### src/rtl/tlb_guard_pkg.sv
package tlb_guard_pkg;

  typedef enum logic [1:0] {
    ACC_READ  = 2'd0,
    ACC_WRITE = 2'd1,
    ACC_EXEC  = 2'd2,
    ACC_NONE  = 2'd3
  } accKind_e;

  // strobes from control to the entry store
  typedef struct packed {
    logic dirtySet;
    logic refillWr;
    logic flushAll;
  } tlbStrobe_t;

endpackage

### src/rtl/tlb_guard_store.sv
module tlb_guard_store
  import tlb_guard_pkg::*;
#(
  parameter int ENTRIES = 4,
  parameter int VPN_W   = 22,
  parameter int PFN_W   = 20,
  localparam int IDX_W  = $clog2(ENTRIES)
) (
  input  logic               clk,
  input  logic               rstN,
  input  tlbStrobe_t         stb,
  input  logic [IDX_W-1:0]   dirtyIdx,
  input  logic [IDX_W-1:0]   refillIdx,
  input  logic [VPN_W-1:0]   refillVpn,
  input  logic [PFN_W-1:0]   refillPfn,
  input  logic [2:0]         refillPerm,
  input  logic [VPN_W-1:0]   lookupVpn,
  output logic [ENTRIES-1:0] lkHitVec,
  output logic [PFN_W-1:0]   lkPfn,
  output logic [2:0]         lkPerm,
  output logic               lkDirty,
  output logic [ENTRIES-1:0] rfHitVec,
  output logic [ENTRIES-1:0] validVec
);

  logic [ENTRIES-1:0] validQ;
  logic [ENTRIES-1:0] dirtyQ;
  logic [VPN_W-1:0]   vpnQ  [ENTRIES];
  logic [PFN_W-1:0]   pfnQ  [ENTRIES];
  logic [2:0]         permQ [ENTRIES];

  assign validVec = validQ;

  // parallel compare, one comparator pair per entry
  for (genvar g = 0; g < ENTRIES; g++) begin : g_match
    assign lkHitVec[g] = validQ[g] && (vpnQ[g] == lookupVpn);
    assign rfHitVec[g] = validQ[g] && (vpnQ[g] == refillVpn);
  end

  // AND-OR read mux; at most one entry matches
  always_comb begin
    lkPfn   = '0;
    lkPerm  = '0;
    lkDirty = 1'b0;
    for (int i = 0; i < ENTRIES; i++) begin
      if (lkHitVec[i]) begin
        lkPfn   = lkPfn | pfnQ[i];
        lkPerm  = lkPerm | permQ[i];
        lkDirty = lkDirty | dirtyQ[i];
      end
    end
  end

  always_ff @(posedge clk) begin
    if (!rstN) begin
      validQ <= '0;
      dirtyQ <= '0;
      for (int i = 0; i < ENTRIES; i++) begin
        vpnQ[i]  <= '0;
        pfnQ[i]  <= '0;
        permQ[i] <= '0;
      end
    end else begin
      for (int i = 0; i < ENTRIES; i++) begin
        if (stb.flushAll) begin
          validQ[i] <= 1'b0;
        end else if (stb.refillWr && refillIdx == IDX_W'(i)) begin
          validQ[i] <= 1'b1;
          vpnQ[i]   <= refillVpn;
          pfnQ[i]   <= refillPfn;
          permQ[i]  <= refillPerm;
        end
        if (stb.refillWr && refillIdx == IDX_W'(i)) begin
          dirtyQ[i] <= 1'b0;
        end else if (stb.dirtySet && dirtyIdx == IDX_W'(i)) begin
          dirtyQ[i] <= 1'b1;
        end
      end
    end
  end


  uniq_match_chk: assert property (@(posedge clk) disable iff (!rstN)
    $onehot0(lkHitVec));


  flush_clear_chk: assert property (@(posedge clk) disable iff (!rstN)
    stb.flushAll |=> (validQ == '0));


  dirty_set_chk: assert property (@(posedge clk) disable iff (!rstN)
    (stb.dirtySet && !(stb.refillWr && refillIdx == dirtyIdx)) |=> dirtyQ[$past(dirtyIdx)]);


  refill_load_chk: assert property (@(posedge clk) disable iff (!rstN)
    stb.refillWr |=> (validQ[$past(refillIdx)] && !dirtyQ[$past(refillIdx)]));

endmodule

### src/rtl/tlb_guard_ctrl.sv
module tlb_guard_ctrl
  import tlb_guard_pkg::*;
#(
  parameter int ENTRIES = 4,
  parameter int PFN_W   = 20,
  parameter int OFF_W   = 10,
  localparam int IDX_W  = $clog2(ENTRIES),
  localparam int PA_W   = PFN_W + OFF_W
) (
  input  logic               clk,
  input  logic               rstN,
  input  logic               flush,
  input  logic               lookupValid,
  input  logic [1:0]         lookupKind,
  input  logic [OFF_W-1:0]   lookupOff,
  input  logic               refillValid,
  input  logic [ENTRIES-1:0] lkHitVec,
  input  logic [PFN_W-1:0]   lkPfn,
  input  logic [2:0]         lkPerm,
  input  logic               lkDirty,
  input  logic [ENTRIES-1:0] rfHitVec,
  input  logic [ENTRIES-1:0] validVec,
  output tlbStrobe_t         stb,
  output logic [IDX_W-1:0]   dirtyIdx,
  output logic [IDX_W-1:0]   refillIdx,
  output logic               respValid,
  output logic               respHit,
  output logic               respMiss,
  output logic               respFault,
  output logic               respDirty,
  output logic [PA_W-1:0]    respPaddr
);

  logic [IDX_W-1:0] rrPtr;
  logic [IDX_W-1:0] hitIdx, rfIdx, freeIdx;
  logic             anyHit, rfAny, freeAny, granted, usePtr;
  accKind_e         kind;

  assign kind = accKind_e'(lookupKind);

  always_comb begin
    hitIdx  = '0;
    rfIdx   = '0;
    freeIdx = '0;
    freeAny = 1'b0;
    for (int i = ENTRIES - 1; i >= 0; i--) begin
      if (lkHitVec[i]) hitIdx = IDX_W'(i);
      if (rfHitVec[i]) rfIdx = IDX_W'(i);
      if (!validVec[i]) begin
        freeIdx = IDX_W'(i);
        freeAny = 1'b1;
      end
    end
  end

  assign anyHit = |lkHitVec;
  assign rfAny  = |rfHitVec;

  always_comb begin
    unique case (kind)
      ACC_READ:  granted = lkPerm[0];
      ACC_WRITE: granted = lkPerm[1];
      ACC_EXEC:  granted = lkPerm[2];
      default:   granted = 1'b0;
    endcase
  end

  // victim: matching page, then lowest free slot, then rotating pointer
  assign usePtr    = !rfAny && !freeAny;
  assign refillIdx = rfAny ? rfIdx : (freeAny ? freeIdx : rrPtr);
  assign dirtyIdx  = hitIdx;

  assign stb.flushAll = flush;
  assign stb.refillWr = refillValid && !flush;
  assign stb.dirtySet = lookupValid && anyHit && granted && (kind == ACC_WRITE);

  always_ff @(posedge clk) begin
    if (!rstN) begin
      rrPtr <= '0;
    end else if (stb.refillWr && usePtr) begin
      rrPtr <= (rrPtr == IDX_W'(ENTRIES - 1)) ? '0 : rrPtr + 1'b1;
    end
  end

  always_ff @(posedge clk) begin
    if (!rstN) begin
      respValid <= 1'b0;
      respHit   <= 1'b0;
      respMiss  <= 1'b0;
      respFault <= 1'b0;
      respDirty <= 1'b0;
      respPaddr <= '0;
    end else begin
      respValid <= lookupValid;
      respHit   <= lookupValid && anyHit && granted;
      respMiss  <= lookupValid && !anyHit;
      respFault <= lookupValid && anyHit && !granted;
      respDirty <= lookupValid && anyHit && granted && lkDirty;
      respPaddr <= (lookupValid && anyHit && granted) ? {lkPfn, lookupOff} : '0;
    end
  end


  resp_follow_chk: assert property (@(posedge clk) disable iff (!rstN)
    lookupValid |=> respValid);


  resp_idle_chk: assert property (@(posedge clk) disable iff (!rstN)
    !lookupValid |=> !respValid);


  one_outcome_chk: assert property (@(posedge clk) disable iff (!rstN)
    respValid |-> ($countones({respHit, respMiss, respFault}) == 1));


  no_addr_chk: assert property (@(posedge clk) disable iff (!rstN)
    (respMiss || respFault) |-> (respPaddr == '0 && !respDirty));


  ptr_step_chk: assert property (@(posedge clk) disable iff (!rstN)
    (stb.refillWr && usePtr) |=> (rrPtr != $past(rrPtr)));

endmodule

### src/rtl/tlb_guard.sv
module tlb_guard
  import tlb_guard_pkg::*;
#(
  parameter int ENTRIES = 4,
  parameter int VA_W    = 32,
  parameter int OFF_W   = 10,
  parameter int PFN_W   = 20,
  localparam int VPN_W  = VA_W - OFF_W,
  localparam int PA_W   = PFN_W + OFF_W,
  localparam int IDX_W  = $clog2(ENTRIES)
) (
  input  logic             clk,
  input  logic             rstN,
  input  logic             flush,
  input  logic             lookupValid,
  input  logic [VA_W-1:0]  lookupVaddr,
  input  logic [1:0]       lookupKind,
  input  logic             refillValid,
  input  logic [VPN_W-1:0] refillVpn,
  input  logic [PFN_W-1:0] refillPfn,
  input  logic [2:0]       refillPerm,
  output logic             respValid,
  output logic             respHit,
  output logic             respMiss,
  output logic             respFault,
  output logic             respDirty,
  output logic [PA_W-1:0]  respPaddr
);

  tlbStrobe_t         stb;
  logic [IDX_W-1:0]   dirtyIdx, refillIdx;
  logic [ENTRIES-1:0] lkHitVec, rfHitVec, validVec;
  logic [PFN_W-1:0]   lkPfn;
  logic [2:0]         lkPerm;
  logic               lkDirty;

  tlb_guard_store #(.ENTRIES(ENTRIES), .VPN_W(VPN_W), .PFN_W(PFN_W)) u_store (
    .clk        (clk),
    .rstN       (rstN),
    .stb        (stb),
    .dirtyIdx   (dirtyIdx),
    .refillIdx  (refillIdx),
    .refillVpn  (refillVpn),
    .refillPfn  (refillPfn),
    .refillPerm (refillPerm),
    .lookupVpn  (lookupVaddr[VA_W-1:OFF_W]),
    .lkHitVec   (lkHitVec),
    .lkPfn      (lkPfn),
    .lkPerm     (lkPerm),
    .lkDirty    (lkDirty),
    .rfHitVec   (rfHitVec),
    .validVec   (validVec)
  );

  tlb_guard_ctrl #(.ENTRIES(ENTRIES), .PFN_W(PFN_W), .OFF_W(OFF_W)) u_ctrl (
    .clk         (clk),
    .rstN        (rstN),
    .flush       (flush),
    .lookupValid (lookupValid),
    .lookupKind  (lookupKind),
    .lookupOff   (lookupVaddr[OFF_W-1:0]),
    .refillValid (refillValid),
    .lkHitVec    (lkHitVec),
    .lkPfn       (lkPfn),
    .lkPerm      (lkPerm),
    .lkDirty     (lkDirty),
    .rfHitVec    (rfHitVec),
    .validVec    (validVec),
    .stb         (stb),
    .dirtyIdx    (dirtyIdx),
    .refillIdx   (refillIdx),
    .respValid   (respValid),
    .respHit     (respHit),
    .respMiss    (respMiss),
    .respFault   (respFault),
    .respDirty   (respDirty),
    .respPaddr   (respPaddr)
  );

endmodule

### config.mk
export PLATFORM = sky130hd
export DESIGN_NAME = tlb_guard
export DESIGN_NICKNAME = d
export VERILOG_FILES = /design/src/rtl/tlb_guard_pkg.sv /design/src/rtl/tlb_guard_store.sv /design/src/rtl/tlb_guard_ctrl.sv /design/src/rtl/tlb_guard.sv
export SDC_FILE = /design/constraint.sdc
export NUM_CORES = 1
export LEC_CHECK = 0
export ABC_AREA = 1
export ABC_CLOCK_PERIOD_IN_PS = 4300
export BUFFER_PORTS_ARGS = -buffer_cell sky130_fd_sc_hd__buf_4
export CAP_MARGIN = 25
export CORE_MARGIN = 8
export CORE_UTILIZATION = 60
export DETAILED_ROUTE_END_ITERATION = 10
export GPL_TIMING_DRIVEN = 0
export MAX_ROUTING_LAYER = met4
export PLACE_DENSITY = 0.83
export SKIP_LAST_GASP = 1
export SLEW_MARGIN = 40
export SYNTH_ARGS = -nofsm -noshare
export SYNTH_HDL_FRONTEND = slang
export SYNTH_SLANG_ARGS = --single-unit
### constraint.sdc
create_clock -name clk -period 4.3 [get_ports clk]
set_clock_uncertainty 0.05 [all_clocks]
set_input_delay 0.86 -clock clk [delete_from_list [all_inputs] [get_ports clk]]
set_output_delay 0.86 -clock clk [all_outputs]
set_load 0.02 [all_outputs]
After elaboration in Yosys (flattened, before gate mapping):

Memory sizes are Yosys's and may differ from the RTL's.
Cells that the tools add are included.

* memories: 3
* flip-flop bits (word level): 45
* output and inout port bits: 35
* bits in writable memories: 180

Memory list
* u_store.vpnQ: words 4, bits a word 22, read ports 4, clocked after memory_dff 0, write ports 4, RTL line tlb_guard_store.sv:28 `logic [VPN_W-1:0] vpnQ [ENTRIES];`
* u_store.pfnQ: words 4, bits a word 20, read ports 4, clocked after memory_dff 0, write ports 4, RTL line tlb_guard_store.sv:29 `logic [PFN_W-1:0] pfnQ [ENTRIES];`
* u_store.permQ: words 4, bits a word 3, read ports 4, clocked after memory_dff 0, write ports 4, RTL line tlb_guard_store.sv:30 `logic [2:0] permQ [ENTRIES];`

* reductions and logical operators: 41
* equality and inequality tests: 17
* add/sub/neg operators: 1
* muxes and demuxes: 61
* bitwise gates (word level): 22

Operators with widths (count)
* equality test 22 bit: 8
* two-way mux 20 bit: 8
* two-way mux 22 bit: 4
* OR 20 bit: 3
* two-way mux 2 bit: 15
* logical AND 1 bit: 25
* two-way mux 1 bit: 25
* two-way mux 3 bit: 8
* OR 1 bit: 15
* equality test 2 bit, second input constant: 6
* OR reduction 2 bit: 5
* OR 3 bit: 3
* OR reduction 4 bit: 2
* equality test 2 x 1 -> 1 bit, second input constant: 3
* logical NOT 2 bit: 3
* logical NOT 1 bit: 5
* one-hot mux 1 bit (3 select lines): 1
* adder 2 x 1 -> 2 bit, second input constant: 1
* AND reduction 2 bit: 1
* NOT 1 bit: 1

Longest topological paths before layout:

Gate-level depths: netlist of the first run.

* word-level depth: 14
* gate-level depth with buffers: 16

Hierarchy:

A second synthesis of the first run with hierarchy kept.

* cell total of the unflattened synthesis: 1433
* area total of the unflattened synthesis: 11945.2 µm²

Modules (own cells, without submodules)
* tlb_guard_store: area an instance 10618.9 µm², instances 1, cells each 1271
* tlb_guard_ctrl: area an instance 1326.3 µm², instances 1, cells each 162

Worst setup path before layout of the first run:

OpenSTA, ideal clock, no wires.

* kind: input to register
* from: in refillVpn[7]
* to: mem u_store.permQ[2][0] (enable)
* path slack: 0.849 ns
* library setup time: 0.404 ns
* cell stages on the path: 12
* data arrival time: 2.997 ns
* required time: 3.846 ns
* path through: buf_2 inv_1 nand2_1 a21oi_1 nand4_1 nor2_1 nand3_1 nand3_1 nand2_2 nor2_4 nand3_1 nand2_1

RTL lines
* start, declared: RTL line tlb_guard.sv:19 `input logic [VPN_W-1:0] refillVpn,`
* end, declared: RTL line tlb_guard_store.sv:30

==> reports/summary.txt, run 1 <==
status = finished, final reports clean
top post-synthesis cells by area = edfxtp_1 (45%), nand2_1 (13%), nor2_1 (9.8%)
combinational power share = 0.107
crit start category = input pin
die area = 24700 um2
Worst-Margin Slew = 0.764 ns
Die Height = 157 um
placed inst area = 13300 um2
final WL = 46600 um
asr flop ratio synth = 0
vias per inst = 6.01
largest net degree at the start of global routing = 35
drt wl/cell = 24.3 um
register share of total power = 0.474
post-DP HPWL = 34700 um
maximum clock rate = 299 MHz
worst-path cell chain = buf_4 > inv_1 > buf_2 > nor2_1 > nor3_1 > nand2_1 > nor2_1 > nand3_1 > nand2_1 > inv_2 > nand2_2 > nand2_1 > clkinv_2 > nand3_1 > nand2_4 > buf_12
worst-path fanout max = 24
flops & latches, synth = 225
sw frac = 0.269
CP required = 4.48 ns
Leakage = 6.33 nW
Pre-Repair DR Iteration Count = 6
area grow syn2layout = 17.8%
Gates resized, CTS repair = 0
Synth area leader = edfxtp_1
commonest cells in the netlist = nand2_1 (403), nor2_1 (314), inv_1 (197), edfxtp_1 (180), o21ai_0 (67)
final hold vios = 0
RSZ-0062 raised after global routing = no
Pwr Density = 370 nW/um2
first-pass GRT wire length = 68100 um
Psw = 1.41 mW
ANT nets after route = 0
# clock sinks = 225
Ports = 119
Syn Std Cell Area = 12000 um2
site row count = 51
first-iteration detailed-routing DRC count = 1644
Crit path buffers/inverters = 6
htree depth = 1
CORE AREA = 19500 um2
max_cap viols = 0
Util after Layout = 0.722
TritonCTS clock tree = yes
Mapped Nets = 1574
internal cell power = 3.81 mW
antenna violations before repair = 1
Die X = 157 um
cell count after synthesis = 1489
Slew HR = 0.491
gr usage total = 0.386
initial core utilization = 0.613
Synth top area share = 0.452
Post-CTS Setup Bufs = 0
CTS hold repair buffers = 0
grt total ovfl = 0
most frequent CP cell = nand2_1
total number of vias = 11500
vias in the first global route = 11300
Clk network pwr share = 0.419
Worst VDD drop = 0.356 mV
# DRC = 0
number of synthesized flops with an enable pin = 180
share of layout cells above drive strength 1 = 0.164
# setup viols final = 0
CP arrival = 3.52 ns
Mapped Avg Cell Area = 8.04 um2
Yosys warning count = 0
Port-buffer cells = 115
Setup CP Type = input pin to flip-flop
number of buffers on the longest clock path = 3
Hold WC Path Type = flip-flop to flip-flop
CTS clk-pin slew, worst paths = 0.07 ns
clk root buf = clkbuf_16
Worst setup EP type = flip-flop
post-synthesis cell type count = 34
sequential fraction of the synthesis area = 0.527
Finished Cell Area = 14100 um2
Top delay family on crit path = simple AND/OR/NAND/NOR gates
Max stage delay on crit path = 0.45 ns
Top FF cell, synth = edfxtp_1
fin crit share = 0.777
Worst path slowest cell = nor3_1
Worst-Skew Late Latency = 0.56 ns
GPL Wtd Cong = 1.07
fin nets = 1720
CTS buffer count = 25
Final min period = 3.34 ns
Max Slew Vio Count = 0
most numerous cell in the Yosys netlist = nand2_1
==> cells in the final DEF, fill, tap and decap left out, types with 15 or more instances in the layout <==
master and count:
nand2_1 399, xnor2_1 24, nor2_1 314, nand3_1 30, buf_4 116, dfxtp_1 45, nand4_1 51, inv_2 15
clkbuf_16 25, o21ai_0 67, edfxtp_1 180, a221oi_1 21, buf_2 16, nor2_2 48, inv_1 197
==> power by group through the flow <==
stage	Sequential [mW]	Clock, mW	Combinational [mW]
final	2.48	2.19	0.556
after global routing	2.48	2.25	0.589
after CTS	2.47	2.15	0.537
after detailed placement	2.52	0	0.530
after global placement	2.52	0	0.513
after floorplan	2.50	0	0.281
==> sequential cells by signal, summed over array words and instances, names as in the netlist <==
| name | count |
|---|---|
| u_store.permQ | 12 |
| u_ctrl.respDirty | 1 |
| u_ctrl.respMiss | 1 |
| u_ctrl.respHit | 1 |
| u_ctrl.rrPtr | 2 |
| u_ctrl.respValid | 1 |
| u_store.vpnQ | 88 |
| u_store.pfnQ | 80 |
| u_store.dirtyQ | 4 |
| u_ctrl.respPaddr | 30 |
| u_ctrl.respFault | 1 |
| u_store.validVec | 4 |
==> metrics by stage <==
| step | power, mW | hold slack (ns) | setup slack [ns] | setup TNS, ns | cells |
|---|---|---|---|---|---|
| after floorplan | 2.79 | 0.380 | 0.849 | 0 | 1489 |
| after global placement | 3.03 | 0.389 | -0.718 | -121.47 | 1869 |
| after detailed placement | 3.05 | 0.401 | 0.482 | 0 | 1873 |
| after CTS | 5.16 | 0.412 | 1.01 | 0 | 1919 |
| after global routing | 5.32 | 0.431 | 0.836 | 0 | 1920 |
| final | 5.22 | 0.421 | 0.961 | 0 | 1920 |
==> logic make-up (layout without fill, tap and decap cells) <==
logic type / after synthesis / count (layout) / synth area share
AO/OA/AOI/OAI: 110 / 110 / 0.0535
adder cells (fa/ha/maj): 1 / 1 / 0.00105
other: 0 / 1 / 0
AND/OR/NAND/NOR: 878 / 878 / 0.311
XOR/XNOR: 28 / 28 / 0.0205
buffers and inverters: 247 / 412 / 0.0871
flip-flops: 225 / 225 / 0.527
==> cell type report <==
cell class                      instances  area [um2]
Clock inverter                         18         178
Tap cell                              265         332
Antenna cell                            1        2.50
Clock buffer                           28         647
Fill cell                            1485        5430
Buffer                                 34         241
Sequential cell                       225        6310
Timing Repair Buffer                  119         943
Multi-Input combinational cell       1017        4650
Inverter                              213         801
==> path summary, 6_finish.rpt <==
check	from	to	slack (ns)	cells after the start
setup reg to reg	u_store.vpnQ[0][60]	u_store.pfnQ[2][1]	1.01	10
setup / recovery	refillVpn[21]	u_store.pfnQ[0][1]	0.96	16
hold / removal	u_store.dirtyQ[2]	u_store.dirtyQ[2]	0.42	2
hold reg to reg	u_store.dirtyQ[2]	u_store.dirtyQ[2]	0.42	2
==> worst reg2reg max path, delay by kind of cell, from the launching register on <==
family | cells | cell delay, ns
XOR/XNOR | 1 | 0.47
flip-flops | 1 | 0.43
AND/OR/NAND/NOR | 8 | 1.72
buffers and inverters | 1 | 0.26
==> per-layer routing <==
metal / track usage / wire [um] / part of all wire / vias up
li1: - / - / - / 5070
met1: 0.459 / 16500 / 0.35 / 5323
met2: 0.604 / 21300 / 0.46 / 933
met3: 0.0798 / 5560 / 0.12 / 220
met4: 0.225 / 3200 / 0.069 / 0
met5: - / 0 / 0 / -
Power figures use the tool's default switching activity.
==> run 2: changes to the inputs <==
--- a/config.mk
+++ b/config.mk
@@ -6,7 +6,7 @@
 export NUM_CORES = 1
 export LEC_CHECK = 0
 export ABC_AREA = 1
-export ABC_CLOCK_PERIOD_IN_PS = 4300
+export ABC_CLOCK_PERIOD_IN_PS = 3300
 export BUFFER_PORTS_ARGS = -buffer_cell sky130_fd_sc_hd__buf_4
 export CAP_MARGIN = 25
 export CORE_MARGIN = 8
==> constraint.sdc (replaced) <==
create_clock -name clk -period 3.3 [get_ports clk]
set_clock_uncertainty 0.05 [all_clocks]
set_input_delay 0.66 -clock clk [delete_from_list [all_inputs] [get_ports clk]]
set_output_delay 0.66 -clock clk [all_outputs]
set_load 0.02 [all_outputs]
==> run 2 against run 1 <==
Compared with the run above:
- clock power increased by 30%
- wire length increased by 0.15%
- sequential power increased by 30%
- critical path depth decreased by 4
- utilization about the same
- total power increased by 30%
- via count decreased by 0.23%
- critical path type is now flip-flop to flip-flop
==> reports/summary.txt, run 2 (synthesis results as in run 1) <==
status = finished, final reports clean
Crit path buffers/inverters = 1
Slew HR = 0.490
max_cap viols = 0
register area = 6310 um2
Setup CP Type = flip-flop to flip-flop
max FFs per register = 88
GPL Wtd Cong = 1.07
Hold WC Path Type = input pin to flip-flop
die area = 24700 um2
Max Slew Vio Count = 0
number of buffers on the longest clock path = 3
initial core utilization = 0.613
largest reg by FF count = u_store.vpnQ
footprint of the multi-input gates = 4660 um2
Worst VDD drop = 0.465 mV
most common cell after layout, fill and taps aside = nand2_1
worst-path fanout max = 26
number of fill cells = 1487
area grow syn2layout = 17.9%
Max stage delay on crit path = 0.41 ns
maximum clock rate = 311 MHz
post-layout power = 6.80 mW
CTS buffer count = 25
worst-path cell chain = nand2_1 > nand2_1 > nor2_1 > nand4_1 > nor2_1 > nand3_1 > nand3_1 > nand2_2 > nor2_4 > nand3_1 > nand2_4 > buf_12
Die X = 157 um
final WL = 46700 um
most frequent cells in the layout = nand2_1 (399), nor2_1 (314), inv_1 (197)
CORE AREA = 19500 um2
Top delay family on crit path = simple AND/OR/NAND/NOR gates
Finished Cell Area = 14100 um2
Pre-Repair DR Iteration Count = 6
htree depth = 1
largest net degree at the start of global routing = 35
post-DP HPWL = 34700 um
total number of vias = 11500
drt wl/cell = 24.3 um
Worst path slowest cell = edfxtp_1
# setup viols final = 0
Leakage = 6.34 nW
RSZ-0062 raised after global routing = no
Post-CTS Setup Bufs = 0
CP required = 3.47 ns
vias in the first global route = 11300
gr usage total = 0.386
Pwr Density = 482 nW/um2
TNS Setup = 0 ns
Ports = 119
final hold vios = 0
# DRC = 0
crit start category = flip-flop
first-pass GRT wire length = 68100 um
Final min period = 3.22 ns
CTS clk-pin slew, worst paths = 0.06 ns
Worst-Skew Late Latency = 0.56 ns
first-iteration detailed-routing DRC count = 1678
# clock sinks = 225
Worst-Margin Slew = 0.765 ns
antenna violations before repair = 1
most frequent CP cell = nand3_1
Worst setup EP type = flip-flop
largest registers = u_store.vpnQ: 88 flops, u_store.pfnQ: 80 flops, u_ctrl.respPaddr: 30 flops
Port-buffer cells = 115
placed inst area = 13300 um2
CP arrival = 3.39 ns
ANT nets after route = 0
clk root buf = clkbuf_16
site row count = 51
vias per inst = 6.00
Die Height = 157 um
share of layout cells above drive strength 1 = 0.164
fin crit share = 0.975
TritonCTS clock tree = yes
grt total ovfl = 0
fin nets = 1720
==> run 2: cell type report <==
cell class | count | share of cell area
Antenna cell | 1 | 0.000177
Buffer | 34 | 0.0171
Clock buffer | 28 | 0.0458
Clock inverter | 18 | 0.0126
Inverter | 213 | 0.0568
Multi-Input combinational cell | 1017 | 0.330
Sequential cell | 225 | 0.447
Tap cell | 265 | 0.0235
Timing Repair Buffer | 119 | 0.0669
==> run 2: repair_timing <==
action / 4_1_cts / 5_1_grt
endpoints found under the setup margin: 0 / 25
resized for setup: 0 / 1
hold buffers: 0 / 0
==> run 2: tightest hold or removal path, stage by stage <==
cell and delay (ns):
buf_4 0.08, inv_1 0.03, nor2_1 0.08
==> run 2: per-layer routing <==
layer / track usage / up-vias / wire length [um]
met4: 0.225 / 0 / 3220
li1: - / 5063 / -
met3: 0.0798 / 238 / 5790
met2: 0.604 / 950 / 21300
met1: 0.459 / 5268 / 16400
met5: - / - / 0
==> run 2: path summary, 6_finish.rpt <==
| path | start | endpoint | slack [ns] | cells past startpoint |
|---|---|---|---|---|
| worst min register to register | u_store.dirtyQ[2] | u_store.dirtyQ[2] | 0.42 | 2 |
| worst max-delay path | u_store.vpnQ[0][55] | u_store.pfnQ[2][1] | 0.08 | 12 |
| worst min-delay path | lookupVaddr[4] | u_ctrl.respPaddr[4] | 0.27 | 3 |
| worst max register to register | u_store.vpnQ[0][55] | u_store.pfnQ[2][1] | 0.08 | 12 |
==> run 2: power by group <==
group / leakage [nW] / total, mW / switching, mW / internal, mW
clock network: 0.394 / 2.85 / 1.26 / 1.59
logic: 3.71 / 0.727 / 0.509 / 0.219
registers: 2.24 / 3.23 / 0.0666 / 3.16
==> run 2: through the flow <==
step,hold slack [ns],worst slack (ns),instances,util
2_1_floorplan,0.380,0.0492,1489,-
3_3_place_gp,0.389,-1.52,1869,0.674
3_5_place_dp,0.401,-0.318,1873,0.680
4_1_cts,0.270,0.137,1919,0.722
5_1_grt,0.287,0.00115,1920,0.723
6_report,0.270,0.0837,1920,0.723
